**config.mk**
```make
export PLATFORM = sky130hd
export DESIGN_NAME = spi_port_ctrl
export DESIGN_NICKNAME = d
export VERILOG_FILES = /design/src/rtl/spi_port_pkg.sv /design/src/rtl/spi_port_regs.sv /design/src/rtl/spi_port_master.sv /design/src/rtl/spi_port_slave.sv /design/src/rtl/spi_port_ctrl.sv
export SDC_FILE = /design/constraint.sdc
export NUM_CORES = 1
export LEC_CHECK = 0
export BUFFER_PORTS_ARGS = -buffer_cell sky130_fd_sc_hd__buf_4
export CAP_MARGIN = 15
export CORE_UTILIZATION = 45
export DETAILED_ROUTE_END_ITERATION = 10
export SYNTH_ARGS = -nofsm -noshare
export SYNTH_HDL_FRONTEND = slang
export SYNTH_HIERARCHICAL = 1
export SYNTH_SLANG_ARGS = --single-unit
```
**constraint.sdc**
```tcl
create_clock -name clk -period 6.8 [get_ports clk]
set_clock_uncertainty 0.1 [all_clocks]
set_input_delay 0.68 -clock clk [delete_from_list [all_inputs] [get_ports clk]]
set_output_delay 0.68 -clock clk [all_outputs]
set_load 0.1 [all_outputs]
```
**src/rtl/spi_port_pkg.sv**
```systemverilog
package spi_port_pkg;
  localparam int REG_W  = 16;
  localparam int ADDR_W = 3;
  localparam int RATE_W = 8;

  localparam logic [ADDR_W-1:0] A_MODE = 3'd0;
  localparam logic [ADDR_W-1:0] A_CTRL = 3'd1;
  localparam logic [ADDR_W-1:0] A_PSC  = 3'd2;
  localparam logic [ADDR_W-1:0] A_DATA = 3'd3;
  localparam logic [ADDR_W-1:0] A_STAT = 3'd4;

  typedef struct packed {
    logic              loop;
    logic              en;
    logic              slave;
    logic              odis;
    logic              pol;
    logic              pha;
    logic [RATE_W-1:0] scr;
    logic [RATE_W-1:0] psc;
  } cfg_t;
endpackage

```
**src/rtl/spi_port_regs.sv**
```systemverilog
module spi_port_regs
  import spi_port_pkg::*;
#(
  parameter int FRAME_W = 8
) (
  input  logic               clk,
  input  logic               rst,
  input  logic               wr,
  input  logic [ADDR_W-1:0]  addr,
  input  logic [REG_W-1:0]   wdata,
  output logic [REG_W-1:0]   rdata,
  input  logic               busy,
  input  logic               frame_done,
  input  logic [FRAME_W-1:0] rx_in,
  output cfg_t               cfg,
  output logic [FRAME_W-1:0] tx_hold,
  output logic               tx_load,
  output logic               done
);
  logic [FRAME_W-1:0] rx_q;
  logic [REG_W-1:0]   rd_next;
  logic [RATE_W-2:0]  psc_half;

  assign psc_half = wdata[RATE_W-1:1];

  always_comb begin
    rd_next = '0;
    case (addr)
      A_MODE:  rd_next = {cfg.scr, 6'b0, cfg.pha, cfg.pol};
      A_CTRL:  rd_next = {12'b0, cfg.odis, cfg.slave, cfg.en, cfg.loop};
      A_PSC:   rd_next = REG_W'(cfg.psc);
      A_DATA:  rd_next = REG_W'(rx_q);
      A_STAT:  rd_next = {14'b0, busy, done};
      default: rd_next = '0;
    endcase
  end

  always_ff @(posedge clk) begin
    if (rst) begin
      cfg     <= '0;
      cfg.psc <= RATE_W'(2);
      tx_hold <= '0;
      tx_load <= 1'b0;
      rx_q    <= '0;
      done    <= 1'b0;
      rdata   <= '0;
    end else begin
      rdata   <= rd_next;
      tx_load <= 1'b0;
      if (frame_done) begin
        rx_q <= rx_in;
        done <= 1'b1;
      end
      if (wr) begin
        case (addr)
          A_MODE: begin
            cfg.scr <= wdata[15:8];
            cfg.pha <= wdata[1];
            cfg.pol <= wdata[0];
          end
          A_CTRL: begin
            cfg.loop <= wdata[0];
            cfg.en   <= wdata[1];
            if (!cfg.en) cfg.slave <= wdata[2];
            cfg.odis <= wdata[3];
          end
          A_PSC: cfg.psc <= (psc_half == '0) ? RATE_W'(2) : {psc_half, 1'b0};
          A_DATA: begin
            tx_hold <= wdata[FRAME_W-1:0];
            tx_load <= 1'b1;
            done    <= 1'b0;
          end
          default: ;
        endcase
      end
    end
  end
endmodule

```
**src/rtl/spi_port_master.sv**
```systemverilog
module spi_port_master
  import spi_port_pkg::*;
#(
  parameter int FRAME_W = 8,
  parameter int CNT_W   = 16
) (
  input  logic               clk,
  input  logic               rst,
  input  cfg_t               cfg,
  input  logic               start,
  input  logic [FRAME_W-1:0] tx_byte,
  input  logic               miso_i,
  output logic               sclk_o,
  output logic               mosi_o,
  output logic               ssel_o,
  output logic               busy,
  output logic               frame_done,
  output logic [FRAME_W-1:0] rx_byte
);
  localparam int EDGES = 2 * FRAME_W;
  localparam int EW    = $clog2(EDGES + 1);
  localparam int BW    = $clog2(FRAME_W + 1);

  logic             active;
  logic [CNT_W-1:0] half_len;
  logic [CNT_W-1:0] cnt;
  logic [EW-1:0]    edge_n;
  logic [BW-1:0]    bits;
  logic [FRAME_W-1:0] tx_sh, rx_sh;
  logic             din;

  assign active   = cfg.en & ~cfg.slave;
  assign half_len = CNT_W'(cfg.psc[RATE_W-1:1]) * (CNT_W'(cfg.scr) + CNT_W'(1));
  assign mosi_o   = tx_sh[FRAME_W-1] & busy;
  assign din      = cfg.loop ? mosi_o : miso_i;

  always_ff @(posedge clk) begin
    if (rst || !active) begin
      busy       <= 1'b0;
      ssel_o     <= 1'b1;
      sclk_o     <= cfg.pol;
      cnt        <= '0;
      edge_n     <= '0;
      bits       <= '0;
      frame_done <= 1'b0;
      if (rst) begin
        tx_sh   <= '0;
        rx_sh   <= '0;
        rx_byte <= '0;
      end
    end else begin
      frame_done <= 1'b0;
      if (!busy) begin
        sclk_o <= cfg.pol;
        if (start) begin
          busy   <= 1'b1;
          ssel_o <= 1'b0;
          tx_sh  <= tx_byte;
          cnt    <= '0;
          edge_n <= '0;
          bits   <= '0;
        end
      end else if (cnt == half_len - CNT_W'(1)) begin
        cnt <= '0;
        if (edge_n == EW'(EDGES)) begin
          busy       <= 1'b0;
          ssel_o     <= 1'b1;
          frame_done <= 1'b1;
          rx_byte    <= rx_sh;
        end else begin
          edge_n <= edge_n + EW'(1);
          sclk_o <= ~sclk_o;
          if ((sclk_o == cfg.pol) ^ cfg.pha) begin
            rx_sh <= {rx_sh[FRAME_W-2:0], din};
            bits  <= bits + BW'(1);
          end else if (bits != '0 && bits != BW'(FRAME_W)) begin
            tx_sh <= {tx_sh[FRAME_W-2:0], 1'b0};
          end
        end
      end else begin
        cnt <= cnt + CNT_W'(1);
      end
    end
  end
endmodule

```
**src/rtl/spi_port_slave.sv**
```systemverilog
module spi_port_slave
  import spi_port_pkg::*;
#(
  parameter int FRAME_W = 8,
  parameter int SYNC    = 2
) (
  input  logic               clk,
  input  logic               rst,
  input  cfg_t               cfg,
  input  logic [FRAME_W-1:0] tx_byte,
  input  logic               sclk_i,
  input  logic               ssel_i,
  input  logic               mosi_i,
  output logic               miso_o,
  output logic               miso_oe,
  output logic               frame_done,
  output logic [FRAME_W-1:0] rx_byte
);
  localparam int          BW        = $clog2(FRAME_W + 1);
  localparam logic [2:0]  SYNC_INIT = 3'b010;

  logic [2:0] raw, synced;
  logic       sclk_s, ssel_s, mosi_s;
  logic       sclk_p, ssel_p;
  logic       active, din;
  logic [BW-1:0]      bits;
  logic [FRAME_W-1:0] sh, rx_sh;

  assign raw = {mosi_i, ssel_i, sclk_i};

  for (genvar g = 0; g < 3; g++) begin : g_sync
    logic [SYNC-1:0] chain;
    always_ff @(posedge clk) begin
      if (rst) chain <= {SYNC{SYNC_INIT[g]}};
      else     chain <= {chain[SYNC-2:0], raw[g]};
    end
    assign synced[g] = chain[SYNC-1];
  end

  assign sclk_s = synced[0];
  assign ssel_s = synced[1];
  assign mosi_s = synced[2];
  assign active = cfg.en & cfg.slave;
  assign miso_o = sh[FRAME_W-1];
  assign din    = cfg.loop ? miso_o : mosi_s;

  always_ff @(posedge clk) begin
    if (rst || !active) begin
      sclk_p     <= sclk_s;
      ssel_p     <= 1'b1;
      bits       <= '0;
      miso_oe    <= 1'b0;
      frame_done <= 1'b0;
      if (rst) begin
        sh      <= '0;
        rx_sh   <= '0;
        rx_byte <= '0;
      end
    end else begin
      frame_done <= 1'b0;
      sclk_p     <= sclk_s;
      ssel_p     <= ssel_s;
      miso_oe    <= ~ssel_s & ~cfg.odis;
      if (ssel_p && !ssel_s) begin
        sh   <= tx_byte;
        bits <= '0;
      end else if (!ssel_s && sclk_s != sclk_p) begin
        if ((sclk_p == cfg.pol) ^ cfg.pha) begin
          if (bits != BW'(FRAME_W)) begin
            rx_sh <= {rx_sh[FRAME_W-2:0], din};
            bits  <= bits + BW'(1);
            if (bits == BW'(FRAME_W - 1)) begin
              frame_done <= 1'b1;
              rx_byte    <= {rx_sh[FRAME_W-2:0], din};
            end
          end
        end else if (bits != '0) begin
          sh <= {sh[FRAME_W-2:0], 1'b0};
        end
      end
    end
  end
endmodule

```
**src/rtl/spi_port_ctrl.sv**
```systemverilog
module spi_port_ctrl
  import spi_port_pkg::*;
#(
  parameter int FRAME_W = 8,
  parameter int SYNC    = 2,
  parameter int CNT_W   = 16
) (
  input  logic              clk,
  input  logic              rst,
  input  logic              reg_wr,
  input  logic [ADDR_W-1:0] reg_addr,
  input  logic [REG_W-1:0]  reg_wdata,
  output logic [REG_W-1:0]  reg_rdata,
  output logic              done,
  output logic              sclk_o,
  output logic              mosi_o,
  output logic              ssel_o,
  output logic              mst_oe,
  input  logic              sclk_i,
  input  logic              ssel_i,
  input  logic              mosi_i,
  input  logic              miso_i,
  output logic              miso_o,
  output logic              miso_oe
);
  cfg_t               cfg;
  logic [FRAME_W-1:0] tx_hold, m_rx, s_rx, rx_sel;
  logic               tx_load, m_busy, m_done, s_done;

  assign rx_sel = cfg.slave ? s_rx : m_rx;
  assign mst_oe = cfg.en & ~cfg.slave;

  spi_port_regs #(.FRAME_W(FRAME_W)) u_regs (
    .clk(clk), .rst(rst), .wr(reg_wr), .addr(reg_addr), .wdata(reg_wdata),
    .rdata(reg_rdata), .busy(m_busy), .frame_done(m_done | s_done),
    .rx_in(rx_sel), .cfg(cfg), .tx_hold(tx_hold), .tx_load(tx_load), .done(done)
  );

  spi_port_master #(.FRAME_W(FRAME_W), .CNT_W(CNT_W)) u_master (
    .clk(clk), .rst(rst), .cfg(cfg), .start(tx_load), .tx_byte(tx_hold),
    .miso_i(miso_i), .sclk_o(sclk_o), .mosi_o(mosi_o), .ssel_o(ssel_o),
    .busy(m_busy), .frame_done(m_done), .rx_byte(m_rx)
  );

  spi_port_slave #(.FRAME_W(FRAME_W), .SYNC(SYNC)) u_slave (
    .clk(clk), .rst(rst), .cfg(cfg), .tx_byte(tx_hold), .sclk_i(sclk_i),
    .ssel_i(ssel_i), .mosi_i(mosi_i), .miso_o(miso_o), .miso_oe(miso_oe),
    .frame_done(s_done), .rx_byte(s_rx)
  );
endmodule

```
==> results.md, run 1 <==
- Register Area: about 3400 µm²
- Minimum clock period: ~6400 ps
- Number of remaining DRC errors: 0
- Crit path buf inv count: 3
- Max-slew violation count: 0
- Area of the mapped netlist: 8655 µm²
- Worst hold slack: between 200 and 300 ps
- Die W: about 140 µm
- Post-Syn Instances: a little under 900
- Initial antenna violation count: 0
- Die Area: 19790 µm²
- R2r startpoint: u_regs/cfg[9]
- CP arrival: about 6400 ps
- R2R depth: 21
- Clock slew at reported path FFs: ~70 ps
- Delay-heaviest family, CP: adder cells
- Placer Congestion: roughly 0.87
- Finished Cell Area: between 9000 and 10000 µm²
- Initial DRT Pass Iterations: 5
- Placeable Area: between 15000 and 20000 µm²
- Detailed Route Iter0 Violations: approximately 340
- CP Cell Sequence: ha_1 -> nand3_1 -> xnor2_1 -> nand2_1 -> fa_1 -> inv_1 -> fa_1 -> inv_1 -> fa_1 -> fa_1 -> inv_1 -> ha_1 -> o211ai_1 -> o21ai_2 -> a31oi_4 -> a21oi_2 -> xnor2_2 -> nand4_1 -> or4b_1 -> o21bai_1 -> o21a_1
- Critical Path Max Stage Delay: roughly 570 ps
- Pwr dens: approximately 210 nW/µm²
- Largest net degree at the start of global routing: 52
- Setup Buffers After CTS: 0
- Gr ovfl total: 0
- Critical Path End Type: flip-flop
- Layout cell share with drive strength beyond 1: ~14%
- Detail Placement HPWL: 13600 µm
- Placed cell area: a little over 9000 µm²
- Hold worst-path end: u_slave/sclk_p
- Post-Syn Nets: between 900 and 1000
- Min-delay src: u_slave/g_sync[0].chain[1]
- CP required: around 6800 ps
- Setup_tns: 0 ps
- H-tree levels: 4
- Final number of hold-violating endpoints: 0
- Path category of the worst min-delay check: reg2reg
- First-pass GRT wire length: 29750 µm
- Final Power: about 0.002 W
- Fmax: 0.1566 GHz
- Max Cap Viol: 0
- All-Layer GR Usage: between 10% and 20%
- Most frequent CP cell: fa_1
- Die H: around 140 µm
- Number of global-route vias before repair: between 5000 and 6000
- Initial Utilization: between 40% and 50%
- Worst-case clock buffer depth: 2
- Crit share post-route: 93.93%
- P_leak: between 3 and 4 nW
- Clk sinks: 144
- CTS tree: yes
- Reg2Reg Capture Point: u_master/tx_sh[4]
- CTS resizes: 0
- Rows: 50
- IO Count: 49
- Clk Latency, worst-skew pair: 420 ps
- Worst slew margin: 24.93%
- Final Setup Violations: 0
- Post-route ant nets: 0
- Worst Max-Slew Pin Slew: 1111 ps
- Port Buffer Count: between 40 and 50
- Worst Path Max Fanout: 8
- Avg Synthesized Cell Area: approximately 9.9 µm²
- Routed vias: 6151
- Startpoint Class: flip-flop
- Synth-to-Final Area Change: 13.42%
- Root buffer cell: clkbuf_16
- VDD IR max: 0.1725 mV
- Setup CP Type: reg2reg
- Ys Warns: 6
- Quantity of hold-fixing buffers added after cts: 0
- Final-stage net count: between 1000 and 1500
- R2R setup slack: roughly 410 ps
- Avg WL per Cell: approximately 16 µm
- Num CTS Buffers: 17
- DRT Wirelength: about 18000 µm
- Filler Cell Count: roughly 1700
- RSZ-0062 raised after global routing: false
- Status: finished, final reports clean
- Multi-input logic area: slightly below 5000 µm²
- Routed vias/inst: between 5 and 6
- Antenna Cells: 0
- Worst hold path depth: 0
- Slowest CP cell: or4b_1
==> worst max path at each step <==
stage,cells after the start,to,start
floorplan,19,u_master/rx_byte[0],u_regs/cfg[8]
global placement,21,u_master/edge_n[0],u_regs/cfg[9]
detailed placement,20,u_master/edge_n[0],u_regs/cfg[9]
CTS,21,u_master/tx_sh[4],u_regs/cfg[9]
global route,20,u_master/edge_n[0],u_regs/cfg[9]
finish,21,u_master/tx_sh[4],u_regs/cfg[9]
==> flip-flops by register name, summed over array words and instances, names as in the netlist, 3 cells and up <==
signal and cells:
u_regs/cfg 21, u_master/cnt 16, u_regs/rdata 16, u_master/rx_byte 8
u_master/rx_sh 8, u_master/tx_sh 8, u_regs/rx_q 8, u_regs/tx_hold 8
u_slave/rx_byte 8, u_slave/sh 8, u_slave/rx_sh 7, u_slave/g_sync.chain 6
u_master/edge_n 5, u_slave/bits 4, u_master/bits 3
==> layer usage <==
metal  vias up  global-route usage, %  part of all wire [%]
met2       119                  32.68                    49
met3        11                  3.125                   3.5
met5         -                      0                     0
li1       3077                      -                     -
met4         0                  5.664                  0.81
met1      2944                  25.71                    46
==> final cells by class <==
| type | instances | share of cell area, % |
|---|---|---|
| multi-input cells | 624 | 49.20 |
| clock inverters | 15 | 1.402 |
| well taps | 234 | 2.983 |
| flip-flops and latches | 144 | 34.26 |
| clock buffers | 17 | 4.334 |
| repair buffers | 65 | 4.946 |
| inverters | 75 | 2.868 |
==> cells in the final DEF, fill, tap and decap left out, types with 3 or more instances in the layout <==
cell type and n:
nand2_1 100, dfxtp_1 96, inv_1 75, nor2_1 70, buf_4 64, edfxtp_1 48
ha_1 46, and2_1 44, a21oi_1 41, fa_1 39, mux2i_1 35, nand3_1 28
xnor2_1 28, xor2_1 21, clkbuf_16 17, and3_1 15, nand2b_1 13, o21ai_0 13
nand4_1 11, nor3_1 11, nor2b_1 9, mux2_4 8, a22o_1 8, o21a_1 6
a31oi_1 6, inv_6 5, inv_8 5, o21bai_1 5, mux2_2 5, or2_2 4
o211ai_1 3, nand4b_1 3
==> where the power goes <==
part	internal, W	switching (W)
clock network	0.000485	0.000407
registers	0.000903	0.0000122
logic	0.000110	0.000139
==> through the flow <==
stage / utilization [%] / cells / setup slack [ps]
finish: 52.30 / 1174 / 412.8
global route: 52.30 / 1174 / 15.40
CTS: 52.23 / 1172 / 408.8
detailed placement: 49.23 / 1140 / 413.4
global placement: 49.23 / 1140 / 503.4
floorplan: - / 878 / 582.8
(Power assumes the default switching activity.)
==> run 2: changes to the inputs <==
Clock period 6.8 ns to 6.9 ns, I/O delays scaled along.
==> run 2 against run 1 <==
Effect of this change: hold slack worse by 5.6 ps; total power shrank 2.2%; sequential power down 1%; setup slack improved by 31 ps; global-route usage increased by 0.12 points; sequential cell count did not move; die area did not move; core utilization about the same; critical path depth shrank 1; critical path type unchanged; largest cell class unchanged; largest power group unchanged.
==> results.md, run 2 (same netlist as run 1, synthesis figures left out) <==
- Post-route ant nets: 0
- Biggest registers after layout: u_regs/cfg (21), u_master/cnt (16), u_regs/rdata (16)
- Largest net degree at the start of global routing: between 50 and 60
- Pwr dens: 204.8 nW/µm²
- Detailed Route Iter0 Violations: 374
- Worst Max-Slew Pin Slew: between 1000 and 1500 ps
- IO Count: 49
- Worst-case clock buffer depth: 2
- Worst slew margin: 29.20%
- R2R depth: 20
- Placed cells: 1140
- Routed vias: around 6200
- Crit share post-route: between 90 and 100%
- CTS tree: yes
- All-Layer GR Usage: roughly a fifth
- Critical Path Max Stage Delay: 580 ps
- Port Buffer Count: 48
- Minimum clock period: approximately 6500 ps
- Setup_tns: 0 ps
- Routed vias/inst: roughly 5.3
- Slowest CP cell: or4b_1
- Avg WL per Cell: around 16 µm
- Final number of hold-violating endpoints: 0
- Layout cell share with drive strength beyond 1: 14.24%
- Met2 Use GR: approximately a third
- Die Area: a little under 20000 µm²
- Initial antenna violation count: 0
- Fmax: 0.1549 GHz
- Path category of the worst min-delay check: reg2reg
- Filler Cell Count: between 1500 and 2000
- Final Setup Violations: 0
- Final worst setup slack: between 400 and 500 ps
- Most common cell after layout, fill and taps aside: nand2_1
- Worst Path Max Fanout: 8
- VDD IR max: about 0.18 mV
- First-pass GRT wire length: around 30000 µm
- Biggest register: u_regs/cfg
- GRT Max-Usage Layer: met2
- Initial DRT Pass Iterations: 7
- Num CTS Buffers: 17
- Synth-to-Final Area Change: 13.37%
- Number of remaining DRC errors: 0
- Most frequent CP cell: fa_1
- Worst hold path depth: 0
- Max Cap Viol: 0
- Antenna Cells: 0
- DRT Wirelength: between 15000 and 20000 µm
- Final Power: 0.002010 W
- CP Cell Sequence: ha_1 -> nand3_1 -> nor2_1 -> xor2_1 -> nand2_1 -> fa_1 -> fa_1 -> fa_1 -> fa_1 -> inv_1 -> ha_1 -> nand2_1 -> o21ai_1 -> a31oi_4 -> a21oi_2 -> xnor2_2 -> nand4_1 -> or4b_1 -> o21bai_1 -> o21a_1
- Die W: roughly 140 µm
- Detail Placement HPWL: ~14000 µm
- Max-slew violation count: 0
- Rows: 50
- Quantity of hold-fixing buffers added after cts: 0
- Die H: around 140 µm
- P_leak: approximately 3.9 nW
- Placed cell area: roughly 9200 µm²
- Finished Cell Area: a little under 10000 µm²
- Pre-CTS setup slack: 397.6 ps
- Root buffer cell: clkbuf_16
- CP required: a little under 7000 ps
- Status: finished, final reports clean
- Crit path buf inv count: 1
- Clk Latency, worst-skew pair: approximately 420 ps
- GR Util met1: roughly a quarter
- Clock slew at reported path FFs: 70 ps
- Placeable Area: 18770 µm²
- Startpoint Class: flip-flop
- Fin cells: 1175
- Final-stage net count: around 1000
- Setup CP Type: reg2reg
- Initial Utilization: a little under half
- Gr ovfl total: 0
- Number of global-route vias before repair: slightly below 6000
- Clk sinks: around 140
- Commonest cells after routing, fill and taps aside: nand2_1, dfxtp_1, inv_1
- RSZ-0062 raised after global routing: false
- CP Depth: 20
- M3 GR Usage: 3.601%
- CP arrival: approximately 6400 ps
- Placer Congestion: 0.8720
- Critical Path End Type: flip-flop
- Max FFs per register: 21
- H-tree levels: 4
- Delay-heaviest family, CP: adder cells
[run 2: worst paths after layout]
path / to / slack [ps] / from
hold / removal: u_slave/sclk_p / 270 / u_slave/g_sync[0].chain[1]
setup / recovery: u_master/tx_sh[5] / 440 / u_regs/cfg[9]
setup reg to reg: u_master/tx_sh[5] / 440 / u_regs/cfg[9]
hold reg to reg: u_slave/sclk_p / 270 / u_slave/g_sync[0].chain[1]
[run 2: worst reg2reg max path, cell delays in order (launching register included)]
cell and delay (ps):
dfxtp_1 380, ha_1 210, nand3_1 120, nor2_1 180
xor2_1 420, nand2_1 150, fa_1 570, fa_1 440
fa_1 520, fa_1 540, inv_1 40, ha_1 360
nand2_1 80, o21ai_1 310, a31oi_4 70, a21oi_2 200
xnor2_2 150, nand4_1 110, or4b_1 580, o21bai_1 220
o21a_1 380
[run 2: cell type report]
cell class	count	area (µm²)	share of cell area, %
multi-input combinational	624	4830	49.22
clock inverter	15	128.9	1.313
tap	234	292.8	2.984
inverter	75	281.5	2.869
clock buffer	17	425.4	4.336
timing repair buffer	66	490.5	4.999
sequential	144	3363	34.28
[run 2: power by group]
| group | total [W] | switching, W | internal (W) |
|---|---|---|---|
| clock | 0.000862 | 0.000391 | 0.000471 |
| combinational | 0.000246 | 0.000137 | 0.000109 |
| sequential | 0.000902 | 0.0000118 | 0.000890 |
| total | 0.00201 | 0.000540 | 0.00147 |
[run 2: metrics by stage]
step / hold WS [ps] / util [%]
6_report: 266.2 / 52.28
5_1_grt: 284.7 / 52.28
4_1_cts: 267.7 / 52.19
3_5_place_dp: 257.9 / 49.23
3_3_place_gp: 256.4 / 49.23
2_1_floorplan: 249.9 / -
[run 2: routing by layer]
metal / vias up / share of wire (%)
met5: - / 0
met4: 0 / 1.0
met3: 18 / 2.8
met2: 86 / 49
met1: 3033 / 47
li1: 3076 / -
[run 2: repair_timing]
item / CTS / global route
setup endpoints to repair: 0 / 17
gates resized for setup: 0 / 0
endpoints found under the hold margin: 0 / 0
buffers inserted: 0 / 1
==> run 3: changes to the inputs <==
Settings changed: BUFFER_PORTS_ARGS -buffer_cell sky130_fd_sc_hd__buf_4 to default, CORE_UTILIZATION 45 to 35, DONT_BUFFER_PORTS from default to 1.
==> run 3 against run 2 <==
Effect of this change: via count fell by 2.3%; setup slack gained 42 ps; core utilization down 13 points; clock power rose by 8.4%; critical path depth is 1 higher; sequential power up 0.9%; critical path type unchanged; largest cell class unchanged; largest power group is now the clock network; combinational power is 13% lower; hold slack got worse by 33 ps.
==> results.md, run 3 (same netlist as run 1, synthesis figures left out) <==
- Placer Congestion: 0.8282
- Delay-heaviest family, CP: adder cells
- Most common cell after layout, fill and taps aside: nand2_1
- Biggest registers after layout: u_regs/cfg (21), u_master/cnt (16), u_regs/rdata (16)
- Initial Utilization: between 30% and 40%
- CP endpoint: u_master/edge_n[0]
- Gr ovfl total: 0
- Final number of hold-violating endpoints: 0
- CTS tree: yes
- Port Buffer Count: 0
- Placed cell area: approximately 9000 µm²
- Pwr dens: roughly 210 nW/µm²
- Fmax: approximately 0.16 GHz
- Biggest register: u_regs/cfg
- Quantity of hold-fixing buffers added after cts: 0
- GRT Max-Usage Layer: met2
- GR Util met1: 20.17%
- DRT Wirelength: roughly 19000 µm
- Initial DRT Pass Iterations: 5
- Post-route ant nets: 0
- Number of global-route vias before repair: 5927
- Final-stage net count: approximately 990
- VDD IR max: 0.1774 mV
- Die H: around 160 µm
- Commonest cells after routing, fill and taps aside: nand2_1, dfxtp_1, inv_1
- Slowest CP cell: fa_1
- Number of remaining DRC errors: 0
- Routed vias/inst: 5.006
- Clk Latency, worst-skew pair: approximately 420 ps
- R2R setup slack: 490 ps
- CP Cell Sequence: ha_1 -> nand3_1 -> nor2_1 -> xor2_2 -> nand2_1 -> fa_1 -> fa_1 -> fa_1 -> fa_1 -> inv_1 -> ha_1 -> and3_1 -> nand2_1 -> o21ba_2 -> o211ai_1 -> nand4_1 -> nor4b_4 -> buf_4 -> nor3b_4 -> mux2_1 -> nor2_1
- Clk sinks: 144
- Clock slew at reported path FFs: 70 ps
- Worst-case clock buffer depth: 2
- Root buffer cell: clkbuf_16
- Placeable Area: ~24000 µm²
- Core Util, Final: 39.44%
- Initial antenna violation count: 0
- Most frequent CP cell: fa_1
- Detail Placement HPWL: about 14000 µm
- Largest net degree at the start of global routing: 52
- Path category of the worst min-delay check: in2reg
- Setup CP Type: reg2reg
- Avg WL per Cell: about 15 µm
- CP startpoint: u_regs/cfg[8]
- R2R depth: 21
- Critical Path Max Stage Delay: about 570 ps
- Startpoint Class: flip-flop
- R2r startpoint: u_regs/cfg[8]
- Synth-to-Final Area Change: 10.81%
- M3 GR Usage: approximately 4.0%
- P_leak: 3.689 nW
- H-tree levels: 4
- Worst slew margin: between 20% and 30%
- First-pass GRT wire length: 30850 µm
- Detailed Route Iter0 Violations: 411
- Antenna Cells: 0
- Crit path buf inv count: 2
- Finished Cell Area: 9590 µm²
- Worst hold slack: about 230 ps
- CP required: between 7000 and 8000 ps
- CP Depth: 21
- IO Count: slightly below 50
- Worst Max-Slew Pin Slew: about 1100 ps
- Final Setup Violations: 0
- Status: finished, final reports clean
- Layout cell share with drive strength beyond 1: 9.347%
- CP arrival: roughly 6700 ps
- Rows: between 50 and 60
- Reg2Reg Capture Point: u_master/edge_n[0]
- Num CTS Buffers: 17
- Max-slew violation count: 0
- Routed vias: between 6000 and 7000
- Met2 Use GR: 24.76%
- Die Area: between 20000 and 30000 µm²
- Max FFs per register: 21
- Die W: around 160 µm
- Critical Path End Type: flip-flop
- Minimum clock period: around 6400 ps
- Worst Path Max Fanout: 12
- Crit share post-route: 92.96%
- All-Layer GR Usage: 15.26%
- Max Cap Viol: 0
-- run 3: cell types whose count changed in the layout (fill, tap and decap cells not counted), sizes merged --
cell,delta
bufinv,+2
inv,+2
buf,-53
clkinvlp,+2
clkinv,-7
clkbuf,+1
-- run 3: area by class of cell --
type	instances	area, µm²
Clock inverter	14	168.9
Tap cell	324	405.4
Multi-Input combinational cell	624	4847
Sequential cell	144	3363
Inverter	75	281.5
Fill cell	2395	14730
Clock buffer	18	429.2
Timing Repair Buffer	13	95.09
-- run 3: worst min-delay path by stage --
stage / end / cells after the start / slack (ps) / start
after floorplan: u_slave/sclk_p / 0 / 250 / u_slave/g_sync[0].chain[1]
after global placement: u_slave/sclk_p / 0 / 270 / u_slave/g_sync[0].chain[1]
after detailed placement: u_slave/sclk_p / 0 / 260 / u_slave/g_sync[0].chain[1]
after CTS: u_slave/g_sync[0].chain[0] / 1 / 210 / rst
after global routing: u_slave/g_sync[2].chain[0] / 1 / 200 / rst
final: u_slave/g_sync[2].chain[0] / 1 / 230 / rst
-- run 3: power breakdown --
group / leakage [nW] / internal (W) / switching (W)
clock: 0.284 / 0.000546 / 0.000388
sequential: 1.27 / 0.000890 / 0.0000200
combinational: 2.13 / 0.0000977 / 0.000115
-- run 3: through the flow --
step                      setup WS, ps  TNS, ps  power (W)  instances
after global routing            -14.54   -14.54   0.002139       1212
after floorplan                  682.8        0   0.001106        878
final                            486.0        0   0.002057       1212
after global placement           383.3        0   0.001137       1178
after CTS                        206.1        0   0.002078       1210
after detailed placement         255.4        0   0.001140       1178
-- run 3: timing repair --
item                                    CTS  global route
buffers inserted                          0             1
resized for setup                         0             3
endpoints found under the setup margin    0            41
-- run 3: worst register-to-register path, stage by stage, from the launching register on --
cell and delay (ps):
dfxtp_1 510, ha_1 240, nand3_1 120, nor2_1 220, xor2_2 320, nand2_1 140, fa_1 570, fa_1 440
fa_1 530, fa_1 540, inv_1 40, ha_1 360, and3_1 270, nand2_1 90, o21ba_2 230, o211ai_1 240
nand4_1 190, nor4b_4 250, buf_4 190, nor3b_4 320, mux2_1 350, nor2_1 90
-- run 3: layer usage --
metal / wire length, µm / up-vias
li1: - / 2967
met3: 874 / 20
met2: 8847 / 102
met4: 228 / 0
met5: 0 / -
met1: 8652 / 2978
